## src/rtl/nic_irq_status.sv

```systemverilog
module nic_irq_status #(
  parameter int NREG     = 16,
  parameter int STRIDE   = 8,
  parameter int OFF_W    = 8,
  parameter int STS_IDX  = 5,
  parameter int MODE_IDX = 6,
  parameter int MISS_IDX = 8
) (
  input  logic        clk,
  input  logic        rst_n,
  input  logic        acc_wr,
  input  logic        acc_rd,
  input  logic [7:0]  acc_off,
  input  logic [31:0] acc_wdata,
  output logic [31:0] acc_rdata,
  input  logic [13:0] evt,
  output logic        irq
);
  localparam int SH = $clog2(STRIDE);
  localparam int IW = $clog2(NREG);
  localparam logic [31:0] NORM_M   = 32'h0000_0045;
  localparam logic [31:0] ABN_M    = 32'h0000_2BAA;
  localparam logic [31:0] FLAG_M   = NORM_M | ABN_M;
  localparam logic [31:0] R0_RST   = 32'hFFF8_0000;
  localparam logic [31:0] STS_RST  = 32'hFC00_0000;
  localparam logic [31:0] MISS_RST = 32'hFFFE_0000;

  logic [31:0] rf [NREG];
  logic        hit;
  logic [IW-1:0] idx;
  logic [31:0] sts_q, mode_q, evt_m, clr_m, raw, sts_nxt, run;

  assign hit   = (acc_off[SH-1:0] == '0) && ((acc_off >> SH) < OFF_W'(NREG));
  assign idx   = acc_off[SH+IW-1:SH];
  assign sts_q  = rf[STS_IDX];
  assign mode_q = rf[MODE_IDX];
  assign evt_m = {18'b0, evt} & FLAG_M;
  assign clr_m = (acc_wr && hit && idx == IW'(STS_IDX)) ? acc_wdata : '0;
  assign raw   = (sts_q & ~clr_m) | evt_m;
  assign sts_nxt = {raw[31:17], |(raw & NORM_M), |(raw & ABN_M), raw[14:0]};
  assign run   = (mode_q[13] ? 32'h0030_0000 : '0) | (mode_q[1] ? 32'h0006_0000 : '0);

  always_comb begin
    acc_rdata = '0;
    if (hit) begin
      if (idx == IW'(STS_IDX))       acc_rdata = sts_q | run;
      else if (idx != IW'(MISS_IDX)) acc_rdata = rf[idx];
    end
  end

  function automatic logic [31:0] rst_val(int i);
    if (i == 0)        return R0_RST;
    if (i == STS_IDX)  return STS_RST;
    if (i == MISS_IDX) return MISS_RST;
    return '0;
  endfunction

  always_ff @(posedge clk or negedge rst_n) begin
    if (!rst_n) begin
      for (int i = 0; i < NREG; i++) rf[i] <= rst_val(i);
      irq <= 1'b0;
    end else begin
      for (int i = 0; i < NREG; i++) begin
        if (i == STS_IDX)
          rf[i] <= sts_nxt;
        else if (acc_wr && hit && idx == IW'(i))
          rf[i] <= acc_wdata;
        else if (i == MISS_IDX && acc_rd && hit && idx == IW'(i))
          rf[i] <= '0;
      end
      irq <= sts_q[16] | sts_q[15];
    end
  end


  norm_sum_chk: assert property (@(posedge clk) disable iff (!rst_n)
    sts_q[16] == |(sts_q & NORM_M));

  abn_sum_chk: assert property (@(posedge clk) disable iff (!rst_n)
    sts_q[15] == |(sts_q & ABN_M));

  w1c_chk: assert property (@(posedge clk) disable iff (!rst_n)
    (clr_m != '0) |=> ((sts_q & $past(clr_m & FLAG_M & ~evt_m)) == '0));

  evt_win_chk: assert property (@(posedge clk) disable iff (!rst_n)
    (evt_m != '0) |=> ((sts_q & $past(evt_m)) == $past(evt_m)));

  irq_lag_chk: assert property (@(posedge clk) disable iff (!rst_n)
    1'b1 |=> (irq == $past(|(sts_q & FLAG_M))));

  miss_clr_chk: assert property (@(posedge clk) disable iff (!rst_n)
    (acc_rd && !acc_wr && hit && idx == IW'(MISS_IDX)) |=> (rf[MISS_IDX] == '0));
endmodule

```

## config.mk

```make
export PLATFORM = sky130hd
export DESIGN_NAME = nic_irq_status
export DESIGN_NICKNAME = d
export VERILOG_FILES = /design/src/rtl/nic_irq_status.sv
export SDC_FILE = /design/constraint.sdc
export NUM_CORES = 1
export LEC_CHECK = 0
export BUFFER_PORTS_ARGS = -buffer_cell sky130_fd_sc_hd__buf_2
export CORE_MARGIN = 2
export CORE_UTILIZATION = 45
export DETAILED_ROUTE_END_ITERATION = 10
export GPL_ROUTABILITY_DRIVEN = 1
export SETUP_SLACK_MARGIN = 0.05
export SYNTH_ARGS = -nofsm -noshare
export SYNTH_HDL_FRONTEND = slang
export SYNTH_SLANG_ARGS = --single-unit
```

## constraint.sdc

```tcl
create_clock -name clk -period 2.7 [get_ports clk]
set_input_delay 0.54 -clock clk [delete_from_list [all_inputs] [get_ports clk]]
set_output_delay 0.54 -clock clk [all_outputs]
set_load 0.02 [all_outputs]
```

Word-level counts from Yosys, hierarchy flattened
Cells that the tools add are included.
Storage, ports and cells
  bits in registers: 513
  bits of input ports: 58
  output and inout port bits: 33
  word-level logic and storage cells: 78
Cells by class
  magnitude comparators: 2
  equality and inequality tests: 16
  mux-type cells: 11
  bitwise logic cells: 7
  reduce and logical (&&, ||, !) cells: 25
Operators with widths (count)
  $mux W32: 8
  $bmux W32 S4: 1
  $and A32 B32 Y32: 1
  $eq A4 B4 Y1 const B: 8
  $not A32 Y32: 1
  $or A32 B14 Y32: 1
  $or A32 B22 Y32: 1
  $mux W22: 1
  $or A22 B19 Y22: 1
  $logic_and A1 B1 Y1: 20
  $mux W19: 1
  $eq A4 B3 Y1 const B: 4
  $eq A4 B2 Y1 const B: 2
  $reduce_or A8 Y1: 1
  $ge A5 B5 Y1 const B: 1
  $lt A5 B5 Y1 const B: 1
  $not A4 Y5: 1
  $eq A4 B1 Y1 const B: 1
  $logic_not A4 Y1: 1
  $ne A4 B4 Y1 const B: 1
  $logic_not A3 Y1: 1
  $reduce_or A3 Y1: 1
  $reduce_bool A2 Y1: 1
  $or A1 B1 Y1: 1

Longest topological paths before layout
Gate-level depths: netlist of run 1.
  word-level depth: 9
  mapped depth: 8
  mapped depth without buffers: 4

Worst setup path before layout of run 1
Ideal clock, no wire load.
  path type: input -> output
  start point: input acc_off[3]
  end point: output acc_rdata[10]
  arrival: 2.236 ns
  required time: 2.160 ns
  path slack: -0.076 ns
  stages: 7
  buffers on the path: 3
  path through: buf_2 -> buf_2 -> buf_2 -> mux4_2 -> mux2i_1 -> a2bb2oi_1 -> o21ai_0
On the way
  word-level cells in the longest chain between the ends: 7
  elaborated cells on any way between the ends: 11
  classes of those cells: 1 x order compare; 2 x eq/ne; 6 x mux; 1 x bitwise; 1 x reduce/logical
Ends and longest elaborated chain
  start: declaration: line 13  | input logic [7:0] acc_off,
  $not A4 Y5 (not written as such): line 47  | else if (idx != IW'(MISS_IDX)) acc_rdata = rf[idx];
  $bmux W32 S4: line 47
  $mux W32 (not written as such) (2 in series): line 47
  $mux W32: line 47
  $mux W32: line 46  | if (idx == IW'(STS_IDX)) acc_rdata = sts_q | run;
  $mux W32 *: line 45  | if (hit) begin
  end: declaration: line 15  | output logic [31:0] acc_rdata,
Mark *: on every way between the ends. The rest lies on a longest branch, timed or not. The select of a mux whose other input is x is not followed.

Worst setup path in the final report of run 1
  start point: register rf[446] (netlist bit)
  end point: output acc_rdata[30]
On the way
  word-level cells in the longest chain between the ends: 6
Ends and longest elaborated chain
  start: declaration: line 28  | logic [31:0] rf [NREG];
  start signal: indexed assignment: line 65  | rf[i] <= sts_nxt;
  start signal: indexed assignment: line 67  | rf[i] <= acc_wdata;
  $bmux W32 S4: line 47
  $mux W32 (not written as such) (2 in series): line 47
  $mux W32: line 47
  $mux W32: line 46
  $mux W32: line 45
No other way between the ends. The select of a mux whose other input is x is not followed.

==> results of run 1 <==
path summary, 6_finish.rpt:
check	start	endpoint	slack [ns]	cells past startpoint
setup / recovery	rf[446]	acc_rdata[30]	-0.05	5
hold / removal	evt[5]	sts_q[5]	0.12	2
setup reg to reg	sts_q[7]	sts_q[15]	0.92	6
max in group asynchronous	rst_n	rf[501]	1.35	3
min in group asynchronous	rst_n	rf[111]	0.49	2
hold reg to reg	rf[32]	rf[32]	0.48	1
per-stage QoR:
stage	instances	total power, mW	cell area, sq um
floorplan	1485	9.03	23400
global placement	2226	9.54	25400
detailed placement	2226	9.59	25400
CTS	2354	17.5	28000
global route	2372	18.0	28500
finish	2372	17.4	28500
layout make-up:
cell class,instances,share of cell area
Sequential cell,510,0.449
Multi-Input combinational cell,831,0.362
Timing Repair Buffer,245,0.0929
Clock buffer,88,0.0600
Tap cell,680,0.0298
Clock inverter,12,0.00587
Inverter,5,0.000658
Antenna cell,1,0.0000877
placed cells by master, fill, tap and decap left out, types with 3 or more instances in the layout:
cell type  instances
a21boi_0          19
a21o_1             9
a22o_1            29
a2bb2oi_1          7
a2bb2oi_2         20
a31oi_1            3
buf_12            43
buf_16             8
buf_2             51
buf_4            104
buf_6             28
buf_8              5
bufinv_16          4
clkbuf_1          14
clkbuf_16         61
clkbuf_8          17
clkinv_2           6
dfrtp_1          472
dfrtp_2            7
dfstp_2           31
inv_1              5
mux2_1            15
mux2_2           436
mux2i_1           45
mux2i_2           12
mux2i_4            4
mux4_2           125
nand2_1           11
nand2b_1           4
nand4_1            3
nor2_1             5
nor2_4             7
nor2b_1            3
nor3_4             3
o211ai_1           3
o21ai_0            4
o21ai_1           11
o21ai_2           19
cell families (layout without fill, tap and decap cells):
kind of cell,after synthesis,count (layout)
simple gates,60,60
flops,510,510
mux,637,637
buf+inv,144,350
other cells,0,1
compound gates,134,134
state kept, by name (all words and copies together), names as in the netlist:
name / cells
rf: 445
mode_q: 32
sts_q: 32
irq: 1
timing repair:
item | in CTS | in global routing
cloned | 6 | 4
resized for setup | 101 | 69
hold endpoints to repair | 46 | 0
buffers inserted | 21 | 13
pin swaps | 8 | 10
setup endpoints to repair | 32 | 32
hold buffers | 1 | 0
layer usage:
layer / routed length (microns) / track usage / share of wire / vias to the layer above
met4: 1170 / 0.0625 / 0.019 / 4
met1: 29500 / 0.347 / 0.47 / 7594
met2: 29700 / 0.374 / 0.47 / 282
li1: - / - / - / 5933
met3: 2720 / 0.0345 / 0.043 / 84
met5: 27 / 0 / 0.00043 / -
worst max-delay path, stage by stage (launching register included):
cell and delay, ns:
dfrtp_1 0.40, mux4_2 0.47, mux2i_1 0.21, a2bb2oi_1 0.22
o21ai_1 0.12, buf_4 0.18
power by group through the flow:
stage	Sequential [mW]	Combinational (mW)	Clock, mW
CTS	8.16	1.39	7.94
floorplan	8.24	0.793	0
finish	8.17	1.44	7.80
global route	8.20	1.55	8.26
global placement	8.28	1.27	0
detailed placement	8.30	1.30	0
==> impl_metrics.ini, run 1 <==
[layout]
nNetsFinal = 1707
fillerInstances = 4109
utilization = 0.556
drive_above_1_share = 0.600
sequential_cell_area_sq_um = 12800
multi_input_area_sq_um = 10300
area_growth_pct = 22.1

[die]
design.die.area_sq_um = 53800
die_w_microns = 232
core_sq_um = 51300
io_pins = 91
rows = 83
start_util = 0.456
die_h_microns = 232

[global_route]
grt_max_degree = 69
first_global_vias = 14740
grt_overflow = 0
grt_pass1_wl_microns = 94900
grtUsageTotal = 0.238
antenna_found_initial = 3

[detailed_routing]
via_per_inst = 5.86
finalWirelength_microns = 63100
via_count = 13897
dr.pass1.iters = 5
drc = 0
drtAntennaViolNets = 0
avgRoutedWirePerCell_microns = 26.6
drtIter0Drc = 929

[sta]
fin_hold_ws_ns = 0.123
rsz0062_at_grt = true
final-hold-violation-count = 0
clock_skew_ns = 0.0114
finalSetupTns_ns = -0.295
worst_pin_slew_ns = 0.562
finalCritPeriodShare = 1.02
maxSlewHeadroom = 0.625
finalMaxSlewViolations = 0
setup_ws_ns = -0.0485
max_freq_ghz = 0.364
setup_violations = 11
period_needed_ns = 2.75

[synthesis]
synthTopCellsByArea = dfrtp_1 51%, mux2_2 21%, mux4_2 12%, dfstp_2 3.5%, mux2i_1 2.6%
ys.flop_type = dfrtp_1
muxShareOfSynthArea = 0.364
synth_top_family_by_area = multiplexers
synth-simple-area-share = 0.0161
avgSynthCellArea_sq_um = 15.7
synth_edf_count = 0
synth.top_cell.area_share = 0.513
ys_seq_area_frac = 0.548
synth_fp_nets = 1543
synthAdderAreaFrac = 0
synth_common_cells = 479 x dfrtp_1, 436 x mux2_2, 125 x mux4_2, 61 x mux2i_1, 57 x clkbuf_1
ys_ff_latch = 510
yosys.area.top_type = dfrtp_1
synth.most_common_cell = dfrtp_1
synth-xor-area-share = 0
syn_inst = 1485
synth_area_sq_um = 23400
synth_compound_area_frac = 0.0425
ys_warn_count = 0
ys_types = 49
async_flop_share = 1.00

[power_and_ir_drop]
ir_worst_vdd_mv = 0.488
p_sw_mw = 3.96
power.share.clock = 0.448
power_density_nw_per_um2 = 610
combPwrFrac = 0.083
p_seq_frac = 0.469
p_leak_nw = 13.3
netSwitchingFraction = 0.227
p_int_mw = 13.4

[critical_path]
end_kind = output pin
cp.required_ns = 2.16
start_kind = register
critPathKind = reg -> out
crit_path_max_fanout = 2
critPathArrivalTime_ns = 2.21

[clock_network]
cts.sinks = 510
clockBufferDepth = 3
insertion_delay_ns = 0.61
numCtsBuffers = 56
cts_tree = yes
clk_pin_slew_ns = 0.06
root_buffer = clkbuf_16
ctsHtreeMaxLevel = 2

[outcome]
status = complete, but fails checks
violations = negative setup slack

[placed_design]
gp_congestion = 0.797
dp_slack_ns = -0.278
dp_hpwl_microns = 37500
portBuffers = 87

[run]
cap_violations = 0

[hold_path]
hold_path_class = in -> reg
No activity file was read; power rests on OpenSTA's default activity.
==> run 2, diff against run 1 <==
--- a/config.mk
+++ b/config.mk
@@ -5,12 +5,14 @@
 export SDC_FILE = /design/constraint.sdc
 export NUM_CORES = 1
 export LEC_CHECK = 0
+export ABC_AREA = 1
 export BUFFER_PORTS_ARGS = -buffer_cell sky130_fd_sc_hd__buf_2
 export CORE_MARGIN = 2
 export CORE_UTILIZATION = 45
 export DETAILED_ROUTE_END_ITERATION = 10
 export GPL_ROUTABILITY_DRIVEN = 1
-export SETUP_SLACK_MARGIN = 0.05
+export PLACE_DENSITY = 0.67
+export SETUP_SLACK_MARGIN = 0.5
 export SYNTH_ARGS = -nofsm -noshare
 export SYNTH_HDL_FRONTEND = slang
 export SYNTH_SLANG_ARGS = --single-unit
==> run 2 against run 1 <==
Compared with the run above:
- via count is 44% higher
- the run now ends clean
- largest cell class unchanged
- combinational power is 9.7% higher
- area after synthesis decreased by 3.4%
- total power down 0.40%
==> impl_metrics.ini, run 2 <==
[outcome]
status = finished clean

[synthesis]
syn_inst = 2773
ys_ff_latch = 513
ys_warn_count = 0
yosys.area.top_type = dfrtp_1
synth.top_cell.area_share = 0.531
synth.most_common_cell = nand2_1
avgSynthCellArea_sq_um = 8.14
async_flop_share = 1.00
ys_types = 25
synth_edf_count = 0
ys.flop_type = dfrtp_1
synth_area_sq_um = 22600
synthTopCellsByArea = dfrtp_1 53%, nand2_1 21%, o21ai_0 9.2%, dfstp_2 4.0%, nand4_1 3.1%
synth_fp_nets = 2831
ys_seq_area_frac = 0.570
synth_common_cells = 1246 x nand2_1, 479 x dfrtp_1, 415 x o21ai_0, 150 x clkbuf_1, 112 x nand4_1

[clock_network]
clk_pin_slew_ns = 0.06
numCtsBuffers = 53
ctsHtreeMaxLevel = 2
clockBufferDepth = 3
insertion_delay_ns = 0.60
cts_tree = yes
root_buffer = clkbuf_16
cts.sinks = 513

[critical_path]
r2r_setup_slack_ns = 1.59
start_kind = input pin
critPathTopFamily = buffers and inverters
critPathKind = in -> out
cpMaxStageDelayCell = nor3_4
end_kind = output pin
cpPeakStageDelay_ns = 0.16
crit_path_max_fanout = 6
critPathArrivalTime_ns = 2.06
cp.required_ns = 2.16
path_buf_inv = 7
cp_cell_sequence = buf_12 > nor2_4 > buf_12 > buf_16 > buf_12 > buf_16 > nand2_1 > nand4_1 > nand2_1 > nand2_1 > nor2_1 > buf_4 > nor3_4 > buf_6

[die]
rows = 82
die_h_microns = 228
design.die.area_sq_um = 52000
core_sq_um = 49900
start_util = 0.453
die_w_microns = 228
io_pins = 91

[detailed_routing]
drc = 0
drtIter0Drc = 2094
drtAntennaViolNets = 0
via_per_inst = 5.57
avgRoutedWirePerCell_microns = 19.5
via_count = 20062
dr.pass1.iters = 6
finalWirelength_microns = 70200

[global_route]
grtUsageTotal = 0.269
grt_overflow = 0
grt_max_degree = 75
antenna_found_initial = 2
grt_pass1_wl_microns = 110000
first_global_vias = 19075

[layout]
layout.cells.non_filler = 3604
nNetsFinal = 2945
layout_common_cells = 1210 x nand2_1, 479 x dfrtp_1, 407 x o21ai_0, 112 x nand4_1, 105 x buf_4
sequential_cell_area_sq_um = 12900
drive_above_1_share = 0.170
multi_input_area_sq_um = 9210
fillerInstances = 4373
largest_register_ffs = 448
final_common_cell = nand2_1
largest-register = rf
area_growth_pct = 24.2

[sta]
period_needed_ns = 2.60
final-hold-violation-count = 0
max_freq_ghz = 0.385
setup_ws_ns = 0.105
worst_pin_slew_ns = 0.638
rsz0062_at_grt = true
setup_violations = 0
clock_skew_ns = 0.0141
finalCritPeriodShare = 0.961
fin_hold_ws_ns = 0.100
finalSetupTns_ns = 0
maxSlewHeadroom = 0.575
finalMaxSlewViolations = 0

[placed_design]
placedCellCount = 3458
portBuffers = 87
dp_slack_ns = -0.0232
dp_hpwl_microns = 41500
gp_congestion = 0.863

[power_and_ir_drop]
p_leak_nw = 12.9
power_density_nw_per_um2 = 618
total_power_mw = 17.3
ir_worst_vdd_mv = 0.424

[hold_path]
hold_path_class = in -> reg

[run]
cap_violations = 0
[run 2: where the power goes]
part	switching (mW)	leakage (nW)	internal (mW)
registers	0.205	6.82	8.09
clock network	3.05	0.877	4.41
logic	0.971	5.24	0.607
total	4.23	12.9	13.1
[run 2: per-layer routing]
| layer | track usage | routed length, microns |
|---|---|---|
| met4 | 0.0976 | 2050 |
| met1 | 0.378 | 29600 |
| met2 | 0.419 | 32200 |
| met3 | 0.0496 | 6360 |
| met5 | 0 | 13 |
[run 2: logic make-up after synthesis]
| family | synth area share |
|---|---|
| and+or+nand+nor | 0.259 |
| AOI/OAI and AO/OA | 0.121 |
| DFF | 0.570 |
| buffers and inverters | 0.0501 |
[run 2: path summary, 6_finish.rpt]
check / from / to / cells past startpoint
worst max-delay path: acc_off[4] / acc_rdata[0] / 14
worst min-delay path: acc_wdata[27] / sts_q[27] / 2
worst max register to register: sts_q[0] / sts_q[16] / 2
worst min register to register: rf[511] / rf[511] / 2
max in group asynchronous: rst_n / sts_q[30] / 3
min in group asynchronous: rst_n / rf[261] / 2
[run 2: stage by stage]
stage           util  instance area (sq um)
5_1_grt        0.562                  28000
3_5_place_dp   0.499                  24900
6_report       0.562                  28000
2_1_floorplan      -                  23000
4_1_cts        0.556                  27700
3_3_place_gp   0.499                  24900
[run 2: area by class of cell]
cell class,instances,share of cell area
Tap cell,672,0.0300
Antenna cell,1,0.0000892
Clock inverter,13,0.00535
Inverter,87,0.0125
Multi-Input combinational cell,1972,0.328
Timing Repair inverter,1,0.000134
Clock buffer,86,0.0582
Timing Repair Buffer,259,0.106
Sequential cell,513,0.459
[run 2: what timing repair did]
action                                  4_1_cts  5_1_grt
gates resized for setup                     151       38
endpoints found under the setup margin       32       32
hold buffers                                  1        0
pin swaps                                    18       32
endpoints found under the hold margin        56        0
setup buffers                                16       11
gates cloned                                 15        3
==> run 3, diff against run 2 <==
--- a/config.mk
+++ b/config.mk
@@ -5,13 +5,13 @@
 export SDC_FILE = /design/constraint.sdc
 export NUM_CORES = 1
 export LEC_CHECK = 0
-export ABC_AREA = 1
+export ABC_AREA = 0
 export BUFFER_PORTS_ARGS = -buffer_cell sky130_fd_sc_hd__buf_2
 export CORE_MARGIN = 2
 export CORE_UTILIZATION = 45
 export DETAILED_ROUTE_END_ITERATION = 10
 export GPL_ROUTABILITY_DRIVEN = 1
-export PLACE_DENSITY = 0.67
+export PLACE_DENSITY = 0.66
 export SETUP_SLACK_MARGIN = 0.5
 export SYNTH_ARGS = -nofsm -noshare
 export SYNTH_HDL_FRONTEND = slang
==> run 3 against run 2 <==
Compared with the run above:
- critical path depth decreased by 5
- worst setup slack worse by 0.15 ns
- maximum frequency down 5.3%
- combinational power fell by 13%
- the flow now finishes with violations (negative setup slack)
- critical endpoint is now acc_rdata[8]
- highest routed layer unchanged
- register-to-register slack got worse by 0.68 ns
- flip-flop and latch count decreased by 3
- sequential share of layout area fell by 0.81 points
- final cell count decreased by 34%
==> impl_metrics.ini, run 3 (synthesized netlist as in run 1, its figures left out) <==
[critical_path]
crit_path_max_fanout = 13
cpPeakStageDelay_ns = 0.44
cp.required_ns = 2.16
critPathKind = in -> out
cpMaxStageDelayCell = or3b_4
cp_cell_sequence = buf_6 > nor4_4 > buf_4 > or3b_4 > buf_12 > buf_4 > a2bb2oi_1 > o21ai_2 > buf_6
start_kind = input pin
reg2regPathDepth = 5
critPathArrivalTime_ns = 2.20
end_kind = output pin

[sta]
period_needed_ns = 2.74
worst_pin_slew_ns = 0.603
setup_violations = 12
clock_skew_ns = 0.0159
maxSlewHeadroom = 0.598
final-hold-violation-count = 0
setup_ws_ns = -0.0416
max_freq_ghz = 0.365
finalMaxSlewViolations = 0
finalSetupTns_ns = -0.263
rsz0062_at_grt = true
finalCritPeriodShare = 1.02

[clock_network]
root_buffer = clkbuf_16
clk_pin_slew_ns = 0.06
ctsHtreeMaxLevel = 2
insertion_delay_ns = 0.61
clockBufferDepth = 3
cts_tree = yes
numCtsBuffers = 54
cts.sinks = 510

[outcome]
status = complete, but fails checks
violations = negative setup slack

[detailed_routing]
drtIter0Drc = 816
avgRoutedWirePerCell_microns = 25.4
dr.pass1.iters = 5
wl_met3_microns = 2890
drtAntennaViolNets = 0
wl_met2_microns = 29100
via_per_inst = 5.87
via_count = 13921
drt-met1-wl_microns = 26700
finalWirelength_microns = 60100
drc = 0
dr.max_layer_used = met5

[global_route]
grt_pass1_wl_microns = 92500
grtUsageTotal = 0.229
grt_overflow = 0
first_global_vias = 14805
antenna_found_initial = 6
grt_max_degree = 82

[die]
rows = 83
die_h_microns = 232
start_util = 0.456
core_sq_um = 51300
design.die.area_sq_um = 53800
io_pins = 91
die_w_microns = 232

[layout]
drive_above_1_share = 0.593
final_common_cell = dfrtp_1
largest-register = rf
sequential_cell_area_sq_um = 12800
nNetsFinal = 1699
multi_input_area_sq_um = 10300
utilization = 0.553
area_growth_pct = 21.4
layout_common_cells = 473 x dfrtp_1, 436 x mux2_2, 125 x mux4_2, 90 x buf_4
fillerInstances = 4085
largest_register_ffs = 445

[power_and_ir_drop]
p_sw_mw = 3.90
power_density_nw_per_um2 = 603
power.share.clock = 0.443
p_int_mw = 13.2
combPwrFrac = 0.080
p_seq_frac = 0.477
ir_worst_vdd_mv = 0.489
netSwitchingFraction = 0.228
p_leak_nw = 13.3

[hold_path]
hold_path_class = in -> reg
worstHoldPathCells = 2

[run]
cap_violations = 0

[placed_design]
dp_hpwl_microns = 37100
portBuffers = 87
gp_congestion = 0.741
==> run 3: repair_timing <==
action,4_1_cts,5_1_grt
pin swaps,10,7
setup endpoints to repair,32,32
hold buffers,1,0
gates resized for setup,99,18
setup buffers,22,12
hold endpoints to repair,49,0
cloned,5,1
==> run 3: through the flow <==
| stage | std cells | instance area (sq um) | setup slack (ns) | total power [mW] | hold WS [ns] |
|---|---|---|---|---|---|
| 2_1_floorplan | 1485 | 23700 | 0.307 | 9.06 | 0.244 |
| 3_3_place_gp | 2224 | 25600 | -0.128 | 9.53 | 0.463 |
| 3_5_place_dp | 2224 | 25600 | -0.107 | 9.59 | 0.469 |
| 4_1_cts | 2354 | 28200 | -0.0522 | 17.3 | 0.110 |
| 5_1_grt | 2368 | 28400 | -0.0942 | 17.8 | 0.121 |
| 6_report | 2371 | 28400 | -0.0416 | 17.1 | 0.138 |
==> run 3: worst paths after layout <==
check / from / to / slack (ns)
min reg2reg: rf[47] / rf[47] / 0.48
min in group asynchronous: rst_n / rf[96] / 0.52
max reg2reg: sts_q[5] / sts_q[15] / 0.91
max in group asynchronous: rst_n / sts_q[3] / 1.31
max: acc_off[0] / acc_rdata[8] / -0.04
min: evt[1] / sts_q[1] / 0.14
==> run 3: metal layers <==
metal,up-vias,GRT usage
met4,2,0.0595
met5,-,0
li1,5926,-
met3,93,0.0446
met1,7564,0.322
met2,336,0.368
==> run 3: area by class of cell <==
class                           count  area share
Sequential cell                   510       0.451
Multi-Input combinational cell    831       0.362
Timing Repair Buffer              239      0.0910
Clock buffer                       83      0.0568
Tap cell                          680      0.0300
Clock inverter                     19     0.00793
Inverter                            5    0.000661
Antenna cell                        4    0.000353
==> run 3: worst max-delay path, delay by kind of cell <==
kind / cells / cell delay (ns)
compound gates: 2 / 0.23
simple gates: 2 / 0.69
buf+inv: 5 / 0.74
==> run 3: power by group through the flow <==
| stage | sequential [mW] | clock [mW] | combinational (mW) |
|---|---|---|---|
| floorplan | 8.24 | 0 | 0.825 |
| global placement | 8.27 | 0 | 1.26 |
| detailed placement | 8.30 | 0 | 1.29 |
| CTS | 8.16 | 7.74 | 1.36 |
| global route | 8.20 | 8.07 | 1.49 |
| finish | 8.16 | 7.58 | 1.37 |
